$ cat config.mk
export PLATFORM = sky130hd
export DESIGN_NAME = jitter_acc_sequencer
export DESIGN_NICKNAME = d
export VERILOG_FILES = /design/src/rtl/jas_pkg.sv /design/src/rtl/jas_accum_timer.sv /design/src/rtl/jas_xor_fold.sv /design/src/rtl/jas_out_hold.sv /design/src/rtl/jitter_acc_sequencer.sv
export SDC_FILE = /design/constraint.sdc
export NUM_CORES = 1
export LEC_CHECK = 0
export BUFFER_PORTS_ARGS = -buffer_cell sky130_fd_sc_hd__buf_2
export CORE_MARGIN = 4
export CORE_UTILIZATION = 51
export CTS_CLUSTER_SIZE = 30
export DETAILED_ROUTE_END_ITERATION = 7
export GPL_TIMING_DRIVEN = 0
export MAX_ROUTING_LAYER = met4
export PLACE_DENSITY = 0.75
export SKIP_LAST_GASP = 1
export SLEW_MARGIN = 20
export SYNTH_ARGS = -nofsm -noshare
export SYNTH_HDL_FRONTEND = slang
export SYNTH_HIERARCHICAL = 1
export SYNTH_SLANG_ARGS = --single-unit
$ cat constraint.sdc
create_clock -name clk -period 2 [get_ports clk]
set_input_delay 0.2 -clock clk [delete_from_list [all_inputs] [get_ports clk]]
set_output_delay 0.2 -clock clk [all_outputs]
set_load 0.02 [all_outputs]
$ cat src/rtl/jas_pkg.sv
package jas_pkg;
  localparam int DEF_NA_W = 8;
  localparam int DEF_NP_W = 5;

  typedef struct packed {
    logic done;
    logic value;
  } fold_evt_t;
endpackage

$ cat src/rtl/jas_accum_timer.sv
module jas_accum_timer #(
  parameter int NA_W = jas_pkg::DEF_NA_W
) (
  input  logic            clk,
  input  logic            rst_n,
  input  logic            run,
  input  logic [NA_W-1:0] acc_cycles,
  output logic            osc_en,
  output logic            capture
);
  localparam logic [NA_W-1:0] ONE = NA_W'(1);

  logic            active;
  logic [NA_W-1:0] cnt;
  logic [NA_W-1:0] na_q;
  logic [NA_W-1:0] na_eff;

  assign na_eff  = (acc_cycles == '0) ? ONE : acc_cycles;
  assign osc_en  = active;
  assign capture = active && run && (cnt == na_q);

  always_ff @(posedge clk or negedge rst_n) begin
    if (!rst_n) begin
      active <= 1'b0;
      cnt    <= '0;
      na_q   <= ONE;
    end else if (!run) begin
      active <= 1'b0;
      cnt    <= '0;
      na_q   <= ONE;
    end else if (!active) begin
      active <= 1'b1;
      cnt    <= ONE;
      na_q   <= na_eff;
    end else if (cnt == na_q) begin
      cnt    <= ONE;
      na_q   <= na_eff;
    end else begin
      cnt    <= cnt + ONE;
    end
  end

  assert_osc_drops_R1: assert property (@(posedge clk) disable iff (!rst_n)
    !run |=> !osc_en);
  assert_strobe_single_R2: assert property (@(posedge clk) disable iff (!rst_n)
    capture |=> (!capture || na_q == ONE));
  assert_cnt_bound_R2: assert property (@(posedge clk) disable iff (!rst_n)
    active |-> (cnt != '0 && cnt <= na_q));
  assert_na_nonzero_R3: assert property (@(posedge clk) disable iff (!rst_n)
    active |-> na_q != '0);
endmodule

$ cat src/rtl/jas_xor_fold.sv
module jas_xor_fold #(
  parameter int NP_W = jas_pkg::DEF_NP_W
) (
  input  logic              clk,
  input  logic              rst_n,
  input  logic              running,
  input  logic [NP_W-1:0]   fold_rate,
  input  logic              in_bit,
  input  logic              in_valid,
  output jas_pkg::fold_evt_t evt
);
  localparam logic [NP_W:0] ONE_X = (NP_W+1)'(1);

  logic [NP_W-1:0] cnt;
  logic [NP_W-1:0] np_q;
  logic [NP_W-1:0] np_eff;
  logic            par;
  logic            take;
  logic            last;

  assign np_eff = (fold_rate == '0) ? NP_W'(1) : fold_rate;
  assign take   = running && in_valid;
  assign last   = ({1'b0, cnt} + ONE_X) == {1'b0, np_q};
  assign evt.done  = take && last;
  assign evt.value = par ^ in_bit;

  always_ff @(posedge clk or negedge rst_n) begin
    if (!rst_n) begin
      cnt  <= '0;
      par  <= 1'b0;
      np_q <= NP_W'(1);
    end else if (!running) begin
      cnt  <= '0;
      par  <= 1'b0;
      np_q <= np_eff;
    end else if (take) begin
      if (last) begin
        cnt  <= '0;
        par  <= 1'b0;
        np_q <= np_eff;
      end else begin
        cnt  <= cnt + NP_W'(1);
        par  <= par ^ in_bit;
      end
    end
  end

  assert_fold_bound_R5: assert property (@(posedge clk) disable iff (!rst_n)
    cnt < np_q);
endmodule

$ cat src/rtl/jas_out_hold.sv
module jas_out_hold (
  input  logic               clk,
  input  logic               rst_n,
  input  jas_pkg::fold_evt_t evt,
  input  logic               out_ready,
  output logic               out_valid,
  output logic               out_bit
);
  always_ff @(posedge clk or negedge rst_n) begin
    if (!rst_n) begin
      out_valid <= 1'b0;
      out_bit   <= 1'b0;
    end else if (evt.done && (!out_valid || out_ready)) begin
      out_valid <= 1'b1;
      out_bit   <= evt.value;
    end else if (out_ready) begin
      out_valid <= 1'b0;
    end
  end

  assert_stall_hold_R8: assert property (@(posedge clk) disable iff (!rst_n)
    (out_valid && !out_ready) |=> (out_valid && $stable(out_bit)));
endmodule

$ cat src/rtl/jitter_acc_sequencer.sv
module jitter_acc_sequencer #(
  parameter int NA_W = jas_pkg::DEF_NA_W,
  parameter int NP_W = jas_pkg::DEF_NP_W
) (
  input  logic            clk,
  input  logic            rst_n,
  input  logic            run,
  input  logic [NA_W-1:0] acc_cycles,
  input  logic [NP_W-1:0] fold_rate,
  input  logic            raw_bit,
  input  logic            raw_valid,
  input  logic            out_ready,
  output logic            osc_en,
  output logic            capture,
  output logic            out_valid,
  output logic            out_bit
);
  jas_pkg::fold_evt_t evt;
  logic               running;

  assign running = run && osc_en;

  jas_accum_timer #(.NA_W(NA_W)) u_timer (
    .clk(clk), .rst_n(rst_n), .run(run), .acc_cycles(acc_cycles),
    .osc_en(osc_en), .capture(capture)
  );

  jas_xor_fold #(.NP_W(NP_W)) u_fold (
    .clk(clk), .rst_n(rst_n), .running(running), .fold_rate(fold_rate),
    .in_bit(raw_bit), .in_valid(raw_valid), .evt(evt)
  );

  jas_out_hold u_out (
    .clk(clk), .rst_n(rst_n), .evt(evt), .out_ready(out_ready),
    .out_valid(out_valid), .out_bit(out_bit)
  );

  assert_idle_no_new_R7: assert property (@(posedge clk) disable iff (!rst_n)
    (!running && out_valid && out_ready) |=> !out_valid);
endmodule

==> results of run 1 <==
## cell type report
class,count,area [um2],area share [%]
buffer,2,15.01,0.7609
tap,44,55.05,2.790
multi-input combinational,107,868.3,44.01
timing repair buffer,30,175.2,8.878
sequential,30,754.5,38.24
clock inverter,2,12.51,0.6341
inverter,11,41.29,2.093
clock buffer,6,51.30,2.600
## timing repair
| action | in CTS | in global routing |
|---|---|---|
| hold endpoints to repair | 29 | 0 |
| pin swaps | 4 | 1 |
| setup buffers | 4 | 2 |
| endpoints found under the setup margin | 6 | 8 |
| hold buffers | 2 | 0 |
| gates resized for setup | 1 | 1 |
| cloned | 0 | 0 |
## through the flow
| step | total power [mW] | setup WS (ns) | hold WS (ns) | setup TNS [ns] |
|---|---|---|---|---|
| after floorplan | 0.8032 | 0.005622 | -0.09559 | 0 |
| after global placement | 0.8582 | -0.07616 | 0.2610 | -0.3452 |
| after detailed placement | 0.8705 | -0.1384 | 0.2730 | -0.6717 |
| after CTS | 1.261 | -0.01067 | 0.09581 | -0.01321 |
| after global routing | 1.317 | -0.1011 | 0.09687 | -0.7720 |
| final | 1.252 | -0.03470 | 0.1139 | -0.1402 |
## power groups by stage
stage          sequential, mW  clock [mW]  combinational (mW)
2_1_floorplan           0.677           0               0.126
3_3_place_gp            0.677           0               0.181
3_5_place_dp            0.679           0               0.191
4_1_cts                 0.668       0.394               0.199
5_1_grt                 0.673       0.419               0.225
6_report                0.668       0.381               0.204
## synthesized netlist by cell type (2+ instances only)
library cell,count
sky130_fd_sc_hd__and2_1,8
sky130_fd_sc_hd__and3_1,2
sky130_fd_sc_hd__nand3_1,3
sky130_fd_sc_hd__a21oi_1,4
sky130_fd_sc_hd__nor4_2,2
sky130_fd_sc_hd__ha_1,2
sky130_fd_sc_hd__dfrtp_1,28
sky130_fd_sc_hd__nand2_1,16
sky130_fd_sc_hd__nor2_1,3
sky130_fd_sc_hd__mux2_4,5
sky130_fd_sc_hd__dfstp_2,2
sky130_fd_sc_hd__inv_1,10
sky130_fd_sc_hd__nor3_1,2
sky130_fd_sc_hd__xnor2_1,9
sky130_fd_sc_hd__nor4_1,3
sky130_fd_sc_hd__mux2i_1,8
sky130_fd_sc_hd__o21ai_0,6
sky130_fd_sc_hd__xor2_1,13
sky130_fd_sc_hd__nor2b_1,3
## metal layers
| layer | vias to the layer above | global-route usage, % |
|---|---|---|
| met5 | - | - |
| met4 | 0 | 9.499 |
| met3 | 11 | 4.159 |
| met2 | 42 | 28.86 |
| met1 | 583 | 23.42 |
| li1 | 586 | - |
## sequential cells by signal, summed over array words and instances (netlist names)
name	cells
u_timer/cnt	8
u_timer/na_q	8
u_fold/cnt	5
u_fold/np_q	5
u_fold/par	1
u_out/out_bit	1
u_out/out_valid	1
u_timer/osc_en	1
## final timing paths
| kind | from | end | slack [ns] | cells after the start |
|---|---|---|---|---|
| worst max-delay path | u_fold/cnt[0] | u_fold/np_q[3] | -0.03 | 6 |
| worst min-delay path | fold_rate[1] | u_fold/np_q[1] | 0.11 | 2 |
| worst max register to register | u_fold/cnt[0] | u_fold/np_q[3] | -0.03 | 6 |
| worst min register to register | u_fold/np_q[0] | u_fold/np_q[0] | 0.49 | 2 |
| max in group asynchronous | rst_n | u_fold/cnt[0] | 1.11 | 2 |
| min in group asynchronous | rst_n | u_timer/cnt[1] | 0.42 | 2 |
## kinds of logic after synthesis
group           count (synthesis)  share of synthesized area [%]
flops                          30                          45.54
buf+inv                        13                          3.404
xor+xnor                       23                          12.63
simple gates                   52                          19.37
mux                            14                          10.06
fa+ha+maj                       2                          1.513
compound gates                 16                          7.489
## critical path: stages, from the launching register on
cell,delay (ns)
sky130_fd_sc_hd__dfrtp_2,0.46
sky130_fd_sc_hd__ha_4,0.23
sky130_fd_sc_hd__xor2_1,0.18
sky130_fd_sc_hd__a311oi_4,0.31
sky130_fd_sc_hd__nand4_4,0.19
sky130_fd_sc_hd__o21a_4,0.27
sky130_fd_sc_hd__mux2_4,0.30
==> flow_summary.ini, run 1 <==
[status]
status = finished, violations left
violations = negative setup slack

[yosys]
avgSynthCellArea_um2 = 11.03
sequential_fraction_of_the_synthesis_area_pct = 45.54
ys_ff_latch = 30
mappedNetlistArea_mm2 = 0.001654
ys.warnings.count = 6
synth_nets = 171
synth_largest_area_cell = sky130_fd_sc_hd__dfrtp_1
synth_largest_type_area_fraction_pct = 42.36
synth_cell_types = 40
synth-edff-count = 0
synthTopCellsByArea = sky130_fd_sc_hd__dfrtp_1 (42%), sky130_fd_sc_hd__xor2_1 (6.9%), sky130_fd_sc_hd__mux2i_1 (4.8%)
syn_inst = 150
synthFlopType = sky130_fd_sc_hd__dfrtp_1
synthArstFlopShare_pct = 100.0

[timing]
final_critical_path_required_period_ns = 2.035
finalHoldViolations = 0
finalClockSkew_ns = 0.01060
relSlewSlack_pct = 56.44
period_share_pct = 101.7
max_freq_mhz = 491.5
final_max_slew_viol_count = 0
grt_setup_unrepaired = true
setup_viol = 6
finalWorstSetupSlack_ns = -0.03470
timing_worst_slew_pin_value_ns = 0.6534

[worst_setup_path]
critical_path.endpoint_type = flop
startpoint_type = flop
category_of_the_critical_setup_timing_path = flop to flop
critPathRequiredTime_ns = 2.22
critical_path_arrival_ns = 2.25
critical_path.max_fanout = 5

[global_route]
grt_pass1_wl_um = 5754
first_global_vias = 1292
grt_max_degree = 31
grt_use_total_pct = 18.83
grt_antenna_before_repair = 0
globalRouteOverflowTotal = 0

[clock_tree]
tritoncts_clock_tree = built
cts_root_buffer = sky130_fd_sc_hd__clkbuf_4
clock_insertion_delay_worst_skew_ns = 0.33
clock_tree.htree_level_count = 2
clk_pin_slew_worst_paths_ns = 0.09
clock_sinks = 30
clock_tree.buffer_depth = 2
cts-buffers-inserted = 5

[placed_design]
numPlacedInstances = 216
dp_hpwl_um = 2423
place_area_mm2 = 0.001837
port_buffers = 22
routabilityCongestion = 0.8210

[power]
power_switching_mw = 0.3452
vdd.ir_drop.worst_uv = 365.6
p_leak_nw = 0.9374
power.switching_fraction_pct = 27.56
internal_power_mw = 0.9072
comb_power_share_pct = 16.3
clkPwrFrac_pct = 30.4
power.sequential.fraction_pct = 53.3
power.density_mw_per_mm2 = 634.7

[finish]
fillers = 248
layout.cell_area.non_filler_mm2 = 0.001973
drive_gt1_share_pct = 30.85
layout.cells.most_common = sky130_fd_sc_hd__dfrtp_1
area_delta_synth_final_pct = 19.29
post_route_insts_no_fill = 232
finalNetCount = 208
layout_common_cells = sky130_fd_sc_hd__dfrtp_1 (27), sky130_fd_sc_hd__buf_2 (22), sky130_fd_sc_hd__nand2_1 (16)
utilization_pct = 64.11
antennaDiodeCount = 0

[route]
detail_route.drc_violations = 0
wire_length_on_met3_um = 165
routedWlPerCell_um = 14.00
routed_wirelength_um = 3247
met1_length_um = 1431
route.antenna.remaining_nets = 0
drt_iter0_markers = 63
routed_via_density = 5.267
met2WireLength_um = 1559
via_count = 1222
top_layer_used = met4
firstDrtPassIters = 4

[die]
die_y_um = 64.95
initial_utilization_pct = 53.74
rows = 20
dieWidth_um = 64.95
floorplan.io_pins = 23
die_area_mm2 = 0.004219
core_mm2 = 0.003078

[run]
drv_cap = 0

[min_path]
holdCritPathClass = input port to flop
No activity file was read; power rests on OpenSTA's default activity.
==> run 2: changes to the inputs <==
--- a/config.mk
+++ b/config.mk
@@ -5,6 +5,7 @@
 export SDC_FILE = /design/constraint.sdc
 export NUM_CORES = 1
 export LEC_CHECK = 0
+export ABC_AREA = 1
 export BUFFER_PORTS_ARGS = -buffer_cell sky130_fd_sc_hd__buf_2
 export CORE_MARGIN = 4
 export CORE_UTILIZATION = 51
==> flow_summary.ini, run 2 <==
[power]
p_leak_nw = 1.097
vdd.ir_drop.worst_uv = 450.5
power.density_mw_per_mm2 = 723.5

[worst_setup_path]
category_of_the_critical_setup_timing_path = flop to output port
critical_path_arrival_ns = 1.63
critical_path.cell_chain = nand2_1, nand2_1, nand2_1, nor2_2, nand2_2, nor2_1, buf_4
critPathRequiredTime_ns = 1.80
critical_path.max_fanout = 12
crit_buf_inv = 1
cpPeakStageDelay_ns = 0.56
critical_path.endpoint_type = output port
cp_top_family = simple AND/OR/NAND/NOR gates
startpoint_type = flop
crit_path_top_delay_cell = sky130_fd_sc_hd__dfstp_2
crit_top_cell = sky130_fd_sc_hd__nand2_1

[yosys]
synth-edff-count = 0
synthTopCellsByArea = sky130_fd_sc_hd__dfrtp_1 (40%), sky130_fd_sc_hd__nand2_1 (18%), sky130_fd_sc_hd__inv_1 (7.1%)
ys_ff_latch = 30
synthFlopType = sky130_fd_sc_hd__dfrtp_1
synth_cell_types = 25
sequential_fraction_of_the_synthesis_area_pct = 43.09
netlist_top_cells_count = sky130_fd_sc_hd__nand2_1 (86), sky130_fd_sc_hd__inv_1 (33), sky130_fd_sc_hd__dfrtp_1 (28), sky130_fd_sc_hd__nand3_1 (24), sky130_fd_sc_hd__nor2_1 (13)
ys.warnings.count = 6
synthArstFlopShare_pct = 100.0
avgSynthCellArea_um2 = 7.344
mappedNetlistArea_mm2 = 0.001748
synth_largest_type_area_fraction_pct = 40.09
synth_nets = 259
syn_inst = 238
synth_largest_area_cell = sky130_fd_sc_hd__dfrtp_1
yosys.cell_count.top_type = sky130_fd_sc_hd__nand2_1

[clock_tree]
tritoncts_clock_tree = built
clock_sinks = 30
clock_tree.htree_level_count = 2
cts_root_buffer = sky130_fd_sc_hd__clkbuf_4
clk_pin_slew_worst_paths_ns = 0.09
clock_insertion_delay_worst_skew_ns = 0.33
cts-buffers-inserted = 5
setup_repair_bufs_after_cts = 0
clock_tree.buffer_depth = 2

[route]
detail_route.drc_violations = 0
routed_wirelength_um = 3369
route.antenna.remaining_nets = 0
firstDrtPassIters = 4
via_count = 1530
routedWlPerCell_um = 10.76
routed_via_density = 4.888
drt_iter0_markers = 67

[timing]
final_critical_path_required_period_ns = 1.831
relSlewSlack_pct = 54.69
timing_worst_slew_pin_value_ns = 0.6796
finalClockSkew_ns = 0.005076
fin_hold_ws_ns = 0.1113
max_freq_mhz = 546.2
period_share_pct = 91.55
finalHoldViolations = 0
final_max_slew_viol_count = 0
setup_viol = 0

[die]
die_y_um = 66.55
core_mm2 = 0.003153
dieWidth_um = 66.55
rows = 20
floorplan.io_pins = 23
initial_utilization_pct = 55.44
die_area_mm2 = 0.004428

[finish]
area_delta_synth_final_pct = 15.03
layout.cells.most_common = sky130_fd_sc_hd__nand2_1
post_route_insts_no_fill = 313
layout_common_cells = sky130_fd_sc_hd__nand2_1 (86), sky130_fd_sc_hd__inv_1 (33), sky130_fd_sc_hd__dfrtp_1 (27)
drive_gt1_share_pct = 21.56
utilization_pct = 63.77
finalNetCount = 289
antennaDiodeCount = 0
layout_top_registers = u_timer/cnt x8, u_timer/na_q x8

[global_route]
grt_antenna_before_repair = 0
first_global_vias = 1434
grt_pass1_wl_um = 6106
globalRouteOverflowTotal = 0
grt_use_total_pct = 18.80
grt_max_degree = 31

[status]
status = finished, final reports clean

[placed_design]
routabilityCongestion = 0.8576
numPlacedInstances = 304
port_buffers = 22
dp_hpwl_um = 2507

[run]
drv_cap = 0

[min_path]
holdCritPathClass = input port to flop
==> run 2: final timing paths <==
path	slack, ns	cells past startpoint	endpoint	startpoint
max	0.17	7	capture	u_timer/na_q[0]
min	0.11	3	u_fold/np_q[2]	fold_rate[2]
max reg2reg	0.23	12	u_fold/np_q[3]	u_fold/cnt[0]
min reg2reg	0.47	2	u_out/out_bit	u_out/out_bit
max in group asynchronous	1.08	2	u_timer/cnt[2]	rst_n
min in group asynchronous	0.45	2	u_timer/cnt[1]	rst_n
==> run 2: layer usage <==
layer / wire, um / global-route usage (%)
met1: 1687 / 24.71
met2: 1426 / 27.35
met3: 172 / 3.710
met4: 82 / 9.898
met5: 0 / -
==> run 2: worst register-to-register path, stage by stage, from the launching register on <==
cell and delay [ns]:
sky130_fd_sc_hd__dfrtp_1 0.44, sky130_fd_sc_hd__ha_1 0.33, sky130_fd_sc_hd__inv_1 0.06, sky130_fd_sc_hd__nand2_1 0.05, sky130_fd_sc_hd__nand2_1 0.04, sky130_fd_sc_hd__nor2_1 0.09, sky130_fd_sc_hd__nand2_1 0.08, sky130_fd_sc_hd__nor2_2 0.09
sky130_fd_sc_hd__nand3_2 0.12, sky130_fd_sc_hd__nand2_4 0.16, sky130_fd_sc_hd__nand2_4 0.08, sky130_fd_sc_hd__nand2_1 0.07, sky130_fd_sc_hd__nand2_1 0.05
==> run 2: through the flow <==
step	TNS, ns	setup WS (ns)	power [mW]	instance area (um2)
final	0	0.1690	1.455	2011
after global placement	0	0.3178	1.008	1913
after floorplan	0	0.4488	0.9252	1748
after detailed placement	0	0.2613	1.018	1913
after CTS	0	0.07613	1.477	2012
after global routing	-0.007202	-0.007202	1.554	2011
==> run 2: kinds of logic after synthesis <==
kind of cell	synth area share [%]
flops	43.09
xor+xnor	4.509
fa+ha+maj	1.431
compound gates	2.720
simple gates	38.44
buf+inv	9.806
==> run 2: cell type report <==
cell class / instances / area, um2
clock buffers: 8 / 78.83
repair buffers: 24 / 132.6
fillers: 307 / 1142
inverters: 36 / 135.1
multi-input cells: 168 / 825.8
flip-flops and latches: 30 / 754.5
well taps: 44 / 55.05
plain buffers: 3 / 28.78
==> run 2: report_power, final <==
part           leakage, nW  switching [mW]  total (mW)  internal (mW)
sequential           0.389          0.0499       0.712          0.663
clock               0.0446           0.208       0.448          0.240
combinational        0.664           0.181       0.295          0.114
total                 1.10           0.438        1.45           1.02
==> run 2: repair_timing <==
action / in CTS / in global routing
resized for setup: 0 / 3
endpoints found under the hold margin: 29 / 0
endpoints found under the setup margin: 0 / 1
hold buffers: 2 / 0
